$ cat config.mk
export PLATFORM = sky130hd
export DESIGN_NAME = ir_width_capture
export DESIGN_NICKNAME = d
export VERILOG_FILES = /design/src/rtl/ir_cap_pkg.sv /design/src/rtl/ir_cap_sync.sv /design/src/rtl/ir_cap_sampler.sv /design/src/rtl/ir_cap_store.sv /design/src/rtl/ir_width_capture.sv
export SDC_FILE = /design/constraint.sdc
export NUM_CORES = 1
export LEC_CHECK = 0
export CELL_PAD_IN_SITES_DETAIL_PLACEMENT = 1
export CELL_PAD_IN_SITES_GLOBAL_PLACEMENT = 2
export CORE_ASPECT_RATIO = 0.9
export CORE_MARGIN = 4
export CORE_UTILIZATION = 49
export CTS_BUF_LIST = sky130_fd_sc_hd__clkbuf_16
export DETAILED_ROUTE_END_ITERATION = 7
export DONT_BUFFER_PORTS = 1
export PLACE_DENSITY_LB_ADDON = 0.1
export SLEW_MARGIN = 10
export SYNTH_ARGS = -nofsm -noshare
export SYNTH_HDL_FRONTEND = slang
export SYNTH_SLANG_ARGS = --single-unit
$ cat constraint.sdc
create_clock -name clk -period 4.7 [get_ports clk]
set_clock_uncertainty 0.15 [all_clocks]
set_input_delay 0.235 -clock clk [delete_from_list [all_inputs] [get_ports clk]]
set_output_delay 0.235 -clock clk [all_outputs]
set_load 0.01 [all_outputs]
$ cat src/rtl/ir_cap_pkg.sv
package ir_cap_pkg;
  localparam int REG_W = 32;
  localparam logic [7:0] OFS_CTRL   = 8'h00;
  localparam logic [7:0] OFS_PERIOD = 8'h04;
  localparam logic [7:0] OFS_RESTRT = 8'h08;
  localparam logic [7:0] OFS_IEN    = 8'h0C;
  localparam logic [7:0] OFS_ACK    = 8'h10;
  localparam logic [7:0] OFS_DATA   = 8'h80;
  localparam int BIT_FUNC_EN  = 0;
  localparam int BIT_WIDTH_EN = 13;
  localparam int PER_LSB      = 8;

  typedef enum logic {CAP_IDLE, CAP_RUN} cap_state_t;
endpackage

$ cat src/rtl/ir_cap_sync.sv
module ir_cap_sync #(
  parameter logic RESET_VAL = 1'b1
) (
  input  logic clk,
  input  logic rst,
  input  logic din,
  output logic dout
);
  logic meta_q, sync_q;

  always_ff @(posedge clk) begin
    if (rst) begin
      meta_q <= RESET_VAL;
      sync_q <= RESET_VAL;
    end else begin
      meta_q <= din;
      sync_q <= meta_q;
    end
  end

  assign dout = sync_q;
endmodule

$ cat src/rtl/ir_cap_sampler.sv
module ir_cap_sampler
  import ir_cap_pkg::*;
#(
  parameter int WB    = 8,
  parameter int PER_W = 13
) (
  input  logic             clk,
  input  logic             rst,
  input  logic             active,
  input  logic [PER_W-1:0] period,
  input  logic             restart,
  input  logic             line_s,
  input  logic             store_full,
  output logic             wr_en,
  output logic [WB-1:0]    wr_data,
  output logic             wr_mark,
  output logic             wr_end
);
  localparam logic [WB-1:0] W_MAX = '1;

  cap_state_t       st_q;
  logic [PER_W-1:0] pres_q;
  logic [PER_W-1:0] limit;
  logic [WB-1:0]    cnt_q, cnt_inc;
  logic             ph_q;
  logic             done_q;
  logic             tick, frozen, step, mark, same, chg, sat_end;

  assign limit   = (period == '0) ? '0 : period - 1'b1;
  assign tick    = (pres_q >= limit);
  assign frozen  = done_q | store_full;
  assign step    = active & ~restart & tick & ~frozen;
  assign mark    = ~line_s;
  assign cnt_inc = (cnt_q == W_MAX) ? W_MAX : cnt_q + 1'b1;
  assign same    = (mark == ph_q);
  assign chg     = ~same;
  assign sat_end = same & ~ph_q & (cnt_inc == W_MAX);

  assign wr_en   = step & (st_q == CAP_RUN) & (chg | sat_end);
  assign wr_end  = step & (st_q == CAP_RUN) & sat_end;
  assign wr_data = chg ? cnt_q : W_MAX;
  assign wr_mark = chg ? ph_q : 1'b0;

  always_ff @(posedge clk) begin
    if (rst || restart) begin
      pres_q <= '0;
      st_q   <= CAP_IDLE;
      ph_q   <= 1'b0;
      cnt_q  <= '0;
      done_q <= 1'b0;
    end else if (active) begin
      pres_q <= tick ? '0 : pres_q + 1'b1;
      if (step) begin
        if (st_q == CAP_IDLE) begin
          if (mark) begin
            st_q  <= CAP_RUN;
            ph_q  <= 1'b1;
            cnt_q <= 1;
          end
        end else if (chg) begin
          ph_q  <= ~ph_q;
          cnt_q <= 1;
        end else if (sat_end) begin
          done_q <= 1'b1;
          cnt_q  <= W_MAX;
        end else begin
          cnt_q <= cnt_inc;
        end
      end
    end else begin
      pres_q <= '0;
    end
  end

  assert_no_store_frozen_R10: assert property (@(posedge clk) disable iff (rst)
    wr_en |-> !done_q && !store_full);
  assert_end_is_space_R5: assert property (@(posedge clk) disable iff (rst)
    wr_end |-> (!wr_mark && wr_data == W_MAX));
  assert_end_freezes_R10: assert property (@(posedge clk) disable iff (rst)
    wr_end |=> (done_q || $past(restart)));
  assert_idle_no_store_R9: assert property (@(posedge clk) disable iff (rst)
    (st_q == CAP_IDLE) |-> !wr_en);
endmodule

$ cat src/rtl/ir_cap_store.sv
module ir_cap_store #(
  parameter int WORDS = 17,
  parameter int WB    = 8,
  parameter int LANES = 4,
  localparam int SLOTS = WORDS * LANES,
  localparam int CW    = $clog2(SLOTS + 1),
  localparam int AW    = $clog2(WORDS)
) (
  input  logic                clk,
  input  logic                rst,
  input  logic                clear,
  input  logic                wr_en,
  input  logic [WB-1:0]       wr_data,
  input  logic [AW-1:0]       rd_word,
  output logic [LANES*WB-1:0] rd_data,
  output logic [CW-1:0]       count,
  output logic                full,
  output logic                last_write
);
  logic [LANES*WB-1:0] mem [WORDS];
  logic [CW-1:0]       cnt_q;
  logic [LANES*WB-1:0] rd_q;
  logic [LANES-1:0]    vld_q;
  logic [AW-1:0]       wr_word;
  logic [CW-1:0]       wr_lane;

  assign wr_word    = AW'(cnt_q / CW'(LANES));
  assign wr_lane    = cnt_q % CW'(LANES);
  assign full       = (cnt_q == CW'(SLOTS));
  assign last_write = wr_en & ~clear & (cnt_q == CW'(SLOTS - 1));
  assign count      = cnt_q;

  always_ff @(posedge clk) begin
    if (wr_en && !clear && !full)
      mem[wr_word][wr_lane*WB +: WB] <= wr_data;
    rd_q <= mem[rd_word];
  end

  always_ff @(posedge clk) begin
    if (rst || clear) cnt_q <= '0;
    else if (wr_en && !full) cnt_q <= cnt_q + 1'b1;
  end

  always_ff @(posedge clk) begin
    for (int l = 0; l < LANES; l++)
      vld_q[l] <= (int'(rd_word) * LANES + l) < int'(cnt_q);
  end

  for (genvar g = 0; g < LANES; g++) begin : g_lane
    assign rd_data[g*WB +: WB] = vld_q[g] ? rd_q[g*WB +: WB] : '0;
  end

  assert_count_bound_R3: assert property (@(posedge clk) disable iff (rst)
    cnt_q <= CW'(SLOTS));
  assert_clear_empties_R6: assert property (@(posedge clk) disable iff (rst)
    clear |=> cnt_q == '0);
  assert_no_write_full_R10: assert property (@(posedge clk) disable iff (rst)
    wr_en |-> !full);
endmodule

$ cat src/rtl/ir_width_capture.sv
module ir_width_capture
  import ir_cap_pkg::*;
#(
  parameter int NUM_WORDS = 17,
  parameter int W_BITS    = 8,
  parameter int PER_W     = 13,
  parameter int PER_RESET = 3072
) (
  input  logic        clk,
  input  logic        rst,
  input  logic        ir_in,
  input  logic        reg_wr,
  input  logic [7:0]  reg_addr,
  input  logic [31:0] reg_wdata,
  output logic [31:0] reg_rdata,
  output logic        irq
);
  localparam int LANES = REG_W / W_BITS;
  localparam int SLOTS = NUM_WORDS * LANES;
  localparam int CW    = $clog2(SLOTS + 1);
  localparam int AW    = $clog2(NUM_WORDS);

  logic             en_fn_q, en_wd_q, ien_q, pend_q;
  logic [PER_W-1:0] per_q;
  logic             line_s, restart, ack, active, set_evt;
  logic             s_wr, s_mark, s_end, full, last_w;
  logic [W_BITS-1:0] s_data;
  logic [CW-1:0]    count;
  logic [AW-1:0]    rd_word;
  logic [31:0]      st_rd;
  logic [7:0]       doff;
  logic             dhit, dsel_q;
  logic [31:0]      rv, rreg_q;

  assign restart = reg_wr && (reg_addr == OFS_RESTRT) && reg_wdata[0];
  assign ack     = reg_wr && (reg_addr == OFS_ACK) && reg_wdata[0];
  assign active  = en_fn_q & en_wd_q;
  assign set_evt = (s_wr & s_end) | last_w;
  assign irq     = pend_q & ien_q;

  ir_cap_sync #(.RESET_VAL(1'b1)) u_sync (
    .clk(clk), .rst(rst), .din(ir_in), .dout(line_s));

  ir_cap_sampler #(.WB(W_BITS), .PER_W(PER_W)) u_samp (
    .clk(clk), .rst(rst), .active(active), .period(per_q),
    .restart(restart), .line_s(line_s), .store_full(full),
    .wr_en(s_wr), .wr_data(s_data), .wr_mark(s_mark), .wr_end(s_end));

  ir_cap_store #(.WORDS(NUM_WORDS), .WB(W_BITS), .LANES(LANES)) u_store (
    .clk(clk), .rst(rst), .clear(restart), .wr_en(s_wr), .wr_data(s_data),
    .rd_word(rd_word), .rd_data(st_rd), .count(count), .full(full),
    .last_write(last_w));

  always_ff @(posedge clk) begin
    if (rst) begin
      en_fn_q <= 1'b0;
      en_wd_q <= 1'b0;
      ien_q   <= 1'b0;
      per_q   <= PER_W'(PER_RESET);
      pend_q  <= 1'b0;
    end else begin
      if (reg_wr && reg_addr == OFS_CTRL) begin
        en_fn_q <= reg_wdata[BIT_FUNC_EN];
        en_wd_q <= reg_wdata[BIT_WIDTH_EN];
      end
      if (reg_wr && reg_addr == OFS_PERIOD) per_q <= reg_wdata[PER_LSB +: PER_W];
      if (reg_wr && reg_addr == OFS_IEN) ien_q <= reg_wdata[0];
      if (set_evt) pend_q <= 1'b1;
      else if (ack) pend_q <= 1'b0;
    end
  end

  assign doff    = reg_addr - OFS_DATA;
  assign rd_word = AW'(doff >> 2);
  assign dhit    = (reg_addr >= OFS_DATA) && (int'(doff >> 2) < NUM_WORDS);

  always_comb begin
    rv = '0;
    case (reg_addr)
      OFS_CTRL: begin
        rv[BIT_FUNC_EN]  = en_fn_q;
        rv[BIT_WIDTH_EN] = en_wd_q;
      end
      OFS_PERIOD: rv[PER_LSB +: PER_W] = per_q;
      OFS_IEN:    rv[0] = ien_q;
      default:    rv = '0;
    endcase
  end

  always_ff @(posedge clk) begin
    if (rst) begin
      dsel_q    <= 1'b0;
      rreg_q    <= '0;
      reg_rdata <= '0;
    end else begin
      dsel_q    <= dhit;
      rreg_q    <= rv;
      reg_rdata <= dsel_q ? st_rd : rreg_q;
    end
  end

  assert_pend_hold_R8: assert property (@(posedge clk) disable iff (rst)
    pend_q && !ack |=> pend_q);
  assert_pend_cause_R8: assert property (@(posedge clk) disable iff (rst)
    $rose(pend_q) |-> $past(set_evt));
  assert_first_mark_R4: assert property (@(posedge clk) disable iff (rst)
    s_wr && count == '0 |-> s_mark);
  assert_idle_when_off_R1: assert property (@(posedge clk) disable iff (rst)
    !active |-> !s_wr);
endmodule

==> results.json, run 1 <==
{
  "crit_chain": "inv_1 -> ha_1 -> nand2_1 -> nor3_1 -> nand2b_1 -> or3_1 -> or2_2 -> and2_1 -> ha_1 -> nand2b_1 -> a21oi_1 -> o21ai_0 -> a211oi_2 -> nor2_2 -> buf_4 -> nand2_2 -> nor2_1 -> buf_4",
  "routedWlPerCell_um": 26.0,
  "die_area_mm2": 0.0576,
  "critical_path_peak_fanout": 17,
  "rsz0062_at_grt": "no",
  "synth_xor_area_share_pct": 0.764,
  "worstHoldStart": "rst",
  "worstMarginPinSlew_ps": 1160,
  "grt_pass1_wl_um": 92500,
  "crit_path_end_kind": "flop",
  "coreArea_mm2": 0.0532,
  "critPathRequiredTime_ps": 4890,
  "cts_resized": 0,
  "tritoncts": "done",
  "worstPathArrival_ps": 4530,
  "fin_nets": 1655,
  "hold_viol_final": 0,
  "holdWs_ps": 46.0,
  "grt_max_degree": 139,
  "utilization_pct": 56.7,
  "antenna_cells": 0,
  "grtUsageTotal_pct": 21.5,
  "start_util_pct": 49.6,
  "final_common_cell": "edfxtp_1",
  "muxShareOfSynthArea_pct": 15.6,
  "rr_worst_depth": 18,
  "switching_share_pct": 19.6,
  "p_per_area_mw_per_mm2": 395,
  "final_cells": 2334,
  "vdd_drop_max_v": 0.000300,
  "slowest_stage": "or3_1",
  "start_kind": "flop",
  "synth_edf_count": 544,
  "synthAdderAreaFrac_pct": 1.38,
  "status": "finished, final reports clean",
  "max_cap_viol_count": 0,
  "synthTopCellsByArea": "edfxtp_1 62%, mux4_2 14%, dfxtp_1 10%, nor2_1 2.3%, mux2_2 1.4%",
  "clockBufferDepth": 3,
  "holdPathEnd": "reg_rdata[3]$_SDFF_PP0_",
  "syn_area_per_cell_um2": 18.0,
  "ys_seq_elements": 677,
  "max_freq_mhz": 231,
  "clock-sinks": 677,
  "syn_area_mm2": 0.0264,
  "fillers": 4721,
  "r2r_end": "u_store.mem[0][23]$_DFFE_PP_",
  "r2r_start": "per_q[0]$_SDFFE_PP0P_",
  "fin_crit_sh_pct": 92.3,
  "synthToLayoutAreaGrowth_pct": 14.1,
  "antenna_found_initial": 0,
  "worstPathBufferInverterCount": 3,
  "cts-root-buf": "clkbuf_16",
  "yosys_warnings": 0,
  "p_int_mw": 9.56,
  "synth_compound_area_share_pct": 1.72,
  "power_mw": 11.9,
  "synth_top_area_share_pct": 61.9,
  "dp_hpwl_um": 37500,
  "switchingPower_mw": 2.33,
  "drt_pass1_iterations": 5,
  "cp_slowest_stage_delay_ps": 420,
  "port_buffers": 0,
  "hold_class": "input pin to flop",
  "path_delay_family": "simple AND/OR/NAND/NOR gates",
  "synth_cell_types": 63,
  "clk-insertion-delay-late_ps": 590,
  "wirelength_um": 60600,
  "sequentialPowerShare_pct": 53.9,
  "die_h_um": 228,
  "period_needed_ps": 4340,
  "placementRows": 80,
  "numCtsBuffers": 70,
  "finalSetupTns_ps": 0,
  "comb_power_share_pct": 1.8,
  "antenna_left": 0,
  "ys_seq_area_share_pct": 72.0,
  "grt_pass1_vias": 14300,
  "setup_viol": 0,
  "ys.flop_type": "edfxtp_1",
  "p_leak_nw": 11.3,
  "synth_nets": 1537,
  "drc": 0,
  "slew_headroom_pct": 22.5,
  "synthCells": 1464,
  "final_cell_mix": "544 x edfxtp_1, 161 x nor2_1, 160 x mux4_2",
  "viasPerCell": 5.76,
  "synth_top_area_cell": "edfxtp_1",
  "routabilityCongestion": 0.772,
  "htreeDepth": 3,
  "drt_iter0_drc": 989,
  "synth-simple-area-share_pct": 6.94,
  "placedCellCount": 2171,
  "clkTransAtPathRegs_ps": 60,
  "grt_overflow": 0,
  "cts_setup_buffers": 0,
  "async_reset_ff_share_pct": 0,
  "power.share.clock_pct": 44.3,
  "num_vias": 13400,
  "die_w_um": 253,
  "criticalPathCategory": "flop to flop",
  "worstHoldPathCells": 2,
  "slew_viol_final": 0,
  "io_pins": 77,
  "drive_gt1_share_pct": 24.2,
  "reg2reg_slack_ps": 360,
  "synth_top_family_by_area": "multiplexers"
}
## worst register-to-register path, cell delays in order (launching register included)
cell and delay, ps:
dfxtp_1 330, inv_1 100, ha_1 190, nand2_1 100
nor3_1 250, nand2b_1 140, or3_1 420, or2_2 310
and2_1 160, ha_1 270, nand2b_1 140, a21oi_1 160
o21ai_0 150, a211oi_2 340, nor2_2 80, buf_4 190
nand2_2 300, nor2_1 120, buf_4 210
## final cells by class
cell class                 instances  area, µm²  share of cell area [%]
clock inverter                    54        365                    1.21
timing repair buffer             113        998                    3.32
sequential                       677      19000                    63.1
tap                              697        872                    2.90
clock buffer                      73       1830                    6.07
inverter                          20       75.1                   0.249
multi-input combinational        700       6980                    23.2
## cell families after synthesis
| family | count (synthesis) |
|---|---|
| simple gates | 368 |
| buf+inv | 87 |
| mux | 208 |
| fa+ha+maj | 29 |
| xor+xnor | 23 |
| flops | 677 |
| compound gates | 72 |
## what timing repair did
item,4_1_cts,5_1_grt
hold endpoints to repair,103,0
hold buffers,35,0
setup endpoints to repair,0,0
## per-stage QoR
step	area, µm²	setup WS, ps
floorplan	26400	411
global placement	27500	372
detailed placement	27500	336
CTS	30100	293
global route	30100	53.5
finish	30100	364
## how the worst max path moves through the flow
stage                                                to             startpoint  cells after the start
after detailed placement   u_store.mem[0][23]$_DFFE_PP_  per_q[0]$_SDFFE_PP0P_                     18
after global routing      u_store.mem[11][28]$_DFFE_PP_  per_q[0]$_SDFFE_PP0P_                     18
after global placement      u_store.mem[8][3]$_DFFE_PP_  per_q[0]$_SDFFE_PP0P_                     18
after CTS                  u_store.mem[0][23]$_DFFE_PP_  per_q[0]$_SDFFE_PP0P_                     18
final                      u_store.mem[0][23]$_DFFE_PP_  per_q[0]$_SDFFE_PP0P_                     18
after floorplan            u_store.mem[10][0]$_DFFE_PP_  per_q[0]$_SDFFE_PP0P_                     18
## power by group through the flow
stage          Clock, mW  Sequential (mW)  Combinational (mW)
2_1_floorplan          0             6.54               0.192
3_3_place_gp           0             6.54               0.145
3_5_place_dp           0             6.54               0.148
4_1_cts             5.40             6.41               0.211
5_1_grt             5.67             6.41               0.222
6_report            5.27             6.41               0.210
## registers in the layout, indices dropped and copies added, names as in the netlist, 7 cells and up
name           count
u_store.count      7
per_q             13
u_samp.cnt_q       8
rreg_q            14
u_samp.pres_q     13
reg_rdata         32
u_store.rd_q      32
u_store.mem      544
## Yosys cell counts (all sizes together) (20+ instances only)
library cell  count
mux4            160
clkbuf           35
inv              20
nand2            47
nor2            162
a21oi            30
edfxtp          544
mux2             33
ha               29
nand3            31
and2             31
dfxtp           133
buf              32
## routing by layer
metal | global-route usage [%] | routed length (µm) | vias up
met3 | 4.43 | 2970 | 74
li1 | - | - | 5967
met1 | 31.0 | 27000 | 7103
met4 | 4.56 | 1060 | 0
met5 | 0 | 0 | -
met2 | 34.4 | 29500 | 297
No activity file was read; power rests on OpenSTA's default activity.
==> inputs of run 2 (changes only) <==
PLACE_DENSITY = 0.77   (was default)
PLACE_DENSITY_LB_ADDON = default   (was 0.1)
==> results.json, run 2 (synthesis results as in run 1) <==
{
  "status": "finished, final reports clean",
  "max_cap_viol_count": 0,
  "grt_max_degree": 139,
  "fin_nets": 1659,
  "worstMarginPinSlew_ps": 1130,
  "dr_wl_met3_um": 2450,
  "drt_iter0_drc": 985,
  "clk-insertion-delay-late_ps": 600,
  "placedCellCount": 2167,
  "power_mw": 11.8,
  "cts-root-buf": "clkbuf_16",
  "numCtsBuffers": 71,
  "drc": 0,
  "grt_pass1_vias": 14300,
  "vdd_drop_max_v": 0.000252,
  "clkTransAtPathRegs_ps": 60,
  "dp_hpwl_um": 38100,
  "crit_path_end_kind": "flop",
  "antenna_found_initial": 1,
  "io_pins": 77,
  "die_w_um": 253,
  "die_area_mm2": 0.0576,
  "r2r_start": "per_q[0]$_SDFFE_PP0P_",
  "p_per_area_mw_per_mm2": 391,
  "setup_viol": 0,
  "fin_crit_sh_pct": 92.1,
  "coreArea_mm2": 0.0532,
  "hold_class": "input pin to flop",
  "max_freq_mhz": 231,
  "grt_pass1_wl_um": 92200,
  "dr.max_layer_used": "met4",
  "final_cell_mix": "544 x edfxtp_1, 160 x mux4_2, 159 x nor2_1",
  "worstHoldPathCells": 2,
  "rr_worst_depth": 18,
  "tritoncts": "done",
  "worstHoldStart": "rst",
  "grtUsageTotal_pct": 21.1,
  "largest_reg_flops": 544,
  "viasPerCell": 5.69,
  "period_needed_ps": 4330,
  "antenna_left": 0,
  "rsz0062_at_grt": "no",
  "critical_path_peak_fanout": 11,
  "final_cells": 2340,
  "port_buffers": 0,
  "p_leak_nw": 11.3,
  "finalSetupTns_ps": 0,
  "final_cell_area_mm2": 0.0301,
  "htreeDepth": 3,
  "routabilityCongestion": 0.800,
  "grt_overflow": 0,
  "start_util_pct": 49.6,
  "holdPathEnd": "reg_rdata[31]$_SDFF_PP0_",
  "worstPathArrival_ps": 4700,
  "r2r_end": "u_store.count[4]$_SDFFE_PP0P_",
  "fillers": 4688,
  "slew_headroom_pct": 24.3,
  "final_common_cell": "edfxtp_1",
  "holdWs_ps": 35.6,
  "reg2reg_slack_ps": 370,
  "routedWlPerCell_um": 25.4,
  "critPathRequiredTime_ps": 5070,
  "clock-sinks": 677,
  "max_flop_register": "u_store.mem",
  "drt_pass1_iterations": 5,
  "num_vias": 13300,
  "place_area_mm2": 0.0275,
  "placementRows": 80,
  "drive_gt1_share_pct": 23.4,
  "synthToLayoutAreaGrowth_pct": 14.2,
  "reg.largest.list": "u_store.mem (544), reg_rdata (32), u_store.rd_q (32)",
  "met2_wirelength_um": 29000,
  "die_h_um": 228,
  "wirelength_um": 59500,
  "slew_viol_final": 0,
  "start_kind": "flop",
  "wl_met1_um": 26800,
  "criticalPathCategory": "flop to flop",
  "hold_viol_final": 0,
  "clockBufferDepth": 3
}
-- run 2: cell count changes in the layout (fill, tap and decap cells not counted), sizes merged --
cell	delta
clkinv	+1
diode	+1
dlygate4sd3	+3
clkinvlp	+1
clkbuf	-1
inv	+2
bufinv	-1
-- run 2: worst max-delay path, cell delays in order, from the launching register on --
cell and delay, ps:
dfxtp_1 360, inv_1 110, ha_1 180, nand2_1 90
nor3_1 250, nand2b_1 160, or3_1 400, or2_2 380
and2_1 190, ha_1 260, nand2b_1 90, a21oi_1 60
o21ai_0 240, a211oi_2 100, buf_4 170, buf_4 180
or2_1 330, or3_1 380, a21oi_1 150
-- run 2: metal layers --
| metal | vias up | global-route usage, % |
|---|---|---|
| li1 | 5979 | - |
| met1 | 6989 | 30.5 |
| met2 | 249 | 33.6 |
| met3 | 93 | 4.35 |
| met4 | 0 | 5.11 |
| met5 | - | 0 |
-- run 2: metrics by stage --
step	setup slack (ps)	utilization [%]
after floorplan	411	-
after global routing	5.16	56.7
after global placement	66.4	51.7
after CTS	150	56.5
final	369	56.7
after detailed placement	6.57	51.7
-- run 2: layout make-up --
type	instances	area [µm²]	share of cell area [%]
flip-flops and latches	677	19000	63.1
multi-input cells	700	7010	23.2
clock buffers	72	1800	5.98
repair buffers	116	1040	3.45
well taps	697	872	2.89
clock inverters	57	335	1.11
inverters	20	75.1	0.249
diodes	1	2.50	0.00830
-- run 2: worst max-delay path by stage --
stage	end	slack (ps)	from	cells past startpoint
after global placement	u_store.mem[0][8]$_DFFE_PP_	70	per_q[0]$_SDFFE_PP0P_	17
after CTS	u_store.mem[16][7]$_DFFE_PP_	150	per_q[0]$_SDFFE_PP0P_	17
after floorplan	u_store.mem[10][0]$_DFFE_PP_	410	per_q[0]$_SDFFE_PP0P_	18
final	u_store.count[4]$_SDFFE_PP0P_	370	per_q[0]$_SDFFE_PP0P_	18
after global routing	u_store.count[4]$_SDFFE_PP0P_	5	per_q[0]$_SDFFE_PP0P_	18
after detailed placement	u_store.mem[16][7]$_DFFE_PP_	7	per_q[0]$_SDFFE_PP0P_	17
-- run 2: report_power, final --
group | leakage [nW] | switching (mW) | total [mW] | internal [mW]
clock network | 1.12 | 2.21 | 5.15 | 2.94
registers | 7.02 | 0.00802 | 6.42 | 6.41
logic | 3.15 | 0.0931 | 0.205 | 0.112
total | 11.3 | 2.31 | 11.8 | 9.46
-- run 2: repair_timing --
item,CTS,global route
endpoints found under the setup margin,10,552
setup buffers,0,5
hold buffers,38,0
gates resized for setup,1,4
hold endpoints to repair,107,0
pin swaps,0,3
==> inputs of run 3 (changes only) <==
CORE_UTILIZATION = 52   (was 49)
PLACE_DENSITY = 0.81   (was 0.77)
clock period = 5 ns   (was 4.7 ns; I/O delays follow)
==> results.json, run 3 (synthesis results as in run 1) <==
{
  "status": "finished, final reports clean",
  "reg.largest.list": "u_store.mem (544), reg_rdata (32), u_store.rd_q (32)",
  "port_buffers": 0,
  "io_pins": 77,
  "slew_headroom_pct": 26.9,
  "placedCellCount": 2153,
  "routabilityCongestion": 0.816,
  "start_util_pct": 52.5,
  "clockBufferDepth": 3,
  "antenna_left": 0,
  "sequentialPowerShare_pct": 54.7,
  "period_needed_ps": 4610,
  "p_leak_nw": 11.2,
  "criticalPathCategory": "flop to flop",
  "worstMarginPinSlew_ps": 1090,
  "coreArea_mm2": 0.0503,
  "drive_gt1_share_pct": 23.3,
  "p_int_mw": 8.89,
  "setup_viol": 0,
  "routedWlPerCell_um": 25.9,
  "hold_viol_final": 0,
  "largest_reg_flops": 544,
  "clkTransAtPathRegs_ps": 60,
  "power_mw": 11.0,
  "hold_class": "input pin to flop",
  "drc": 0,
  "power.share.clock_pct": 43.6,
  "p_per_area_mw_per_mm2": 368,
  "tritoncts": "done",
  "die_h_um": 222,
  "max_flop_register": "u_store.mem",
  "cts-root-buf": "clkbuf_16",
  "critical_path_peak_fanout": 17,
  "rsz0062_at_grt": "no",
  "max_cap_viol_count": 0,
  "synthToLayoutAreaGrowth_pct": 13.7,
  "switching_share_pct": 19.5,
  "viasPerCell": 5.83,
  "drt_pass1_iterations": 5,
  "clk-insertion-delay-late_ps": 610,
  "start_kind": "flop",
  "die_w_um": 245,
  "utilization_pct": 59.7,
  "grt_overflow": 0,
  "antenna_found_initial": 0,
  "comb_power_share_pct": 1.7,
  "dp_hpwl_um": 38400,
  "grt_pass1_wl_um": 92100,
  "final_common_cell": "edfxtp_1",
  "grtUsageTotal_pct": 22.5,
  "finalSetupTns_ps": 0,
  "worstPathArrival_ps": 4800,
  "wirelength_um": 59800,
  "clock-sinks": 677,
  "crit_path_end_kind": "flop",
  "slew_viol_final": 0,
  "switchingPower_mw": 2.15,
  "max_freq_mhz": 217,
  "numCtsBuffers": 68,
  "final_cell_mix": "544 x edfxtp_1, 161 x nor2_1, 160 x mux4_2",
  "vdd_drop_max_v": 0.000293,
  "critPathRequiredTime_ps": 5190,
  "cts_setup_buffers": 0,
  "fin_nets": 1653,
  "num_vias": 13500,
  "placementRows": 78,
  "grt_max_degree": 137,
  "fin_crit_sh_pct": 92.3,
  "drt_iter0_drc": 1028,
  "die_area_mm2": 0.0544,
  "final_cells": 2313,
  "htreeDepth": 3,
  "grt_pass1_vias": 14400
}
[run 3: cell types whose count changed in the layout (fill, tap and decap cells not counted), moves of 2 or more]
| cell | delta |
|---|---|
| nor2_2 | -2 |
| bufinv_16 | +2 |
| nand2_4 | -4 |
| nor2_1 | +2 |
| clkinv_1 | -8 |
| clkbuf_16 | -3 |
| nand2_2 | +4 |
[run 3: power groups by stage]
stage               clock (mW)  combinational [mW]  sequential, mW
global route              5.18               0.203            6.03
CTS                       4.91               0.191            6.03
floorplan                    0               0.180            6.15
detailed placement           0               0.134            6.15
finish                    4.81               0.191            6.03
global placement             0               0.130            6.15
[run 3: path summary, 6_finish.rpt]
check / startpoint / to / slack [ps] / cells past startpoint
max reg2reg: per_q[2]$_SDFFE_PP0P_ / u_store.mem[4][23]$_DFFE_PP_ / 390 / 16
max: per_q[2]$_SDFFE_PP0P_ / u_store.mem[4][23]$_DFFE_PP_ / 390 / 16
min reg2reg: u_sync.meta_q$_SDFF_PP1_ / u_sync.dout$_SDFF_PP1_ / 260 / 1
min: rst / reg_rdata[30]$_SDFF_PP0_ / 40 / 2
[run 3: metal layers]
layer	GRT usage (%)	wire, µm	vias to the layer above
met3	4.41	3240	86
met4	4.92	1110	0
li1	-	-	5958
met2	36.3	29400	378
met1	32.4	26100	7071
met5	0	0	-
[run 3: cell type report]
| cell class | count | area (µm²) |
|---|---|---|
| inverter | 20 | 75.1 |
| clock buffer | 69 | 1730 |
| multi-input combinational | 700 | 6980 |
| sequential | 677 | 19000 |
| timing repair buffer | 113 | 1000 |
| clock inverter | 53 | 362 |
| tap | 680 | 851 |
| antenna | 1 | 2.50 |
| fill | 4353 | 20300 |
[run 3: timing repair]
item                                    4_1_cts  5_1_grt
endpoints found under the setup margin        0       14
resized for setup                             0        1
hold endpoints to repair                    110        0
hold buffers                                 37        0
[run 3: per-stage QoR]
stage | setup WS [ps] | cell area, µm² | hold WS, ps
after detailed placement | 350 | 27500 | 180
final | 386 | 30000 | 40.3
after CTS | 294 | 30000 | 23.5
after global routing | 140 | 30000 | 33.0
after global placement | 481 | 27500 | 177
after floorplan | 711 | 26400 | 204
[run 3: worst max-delay path, stage by stage (launching register included)]
cell	delay, ps
dfxtp_1	320
nor2_1	300
nand2_1	140
nor3_1	260
nand2b_1	140
or3_1	410
or2_2	390
and2_1	210
ha_1	280
nand2b_1	140
a21oi_1	130
o21ai_0	140
a211oi_2	500
nor2_4	160
nand2_2	320
nor2_1	130
buf_4	200
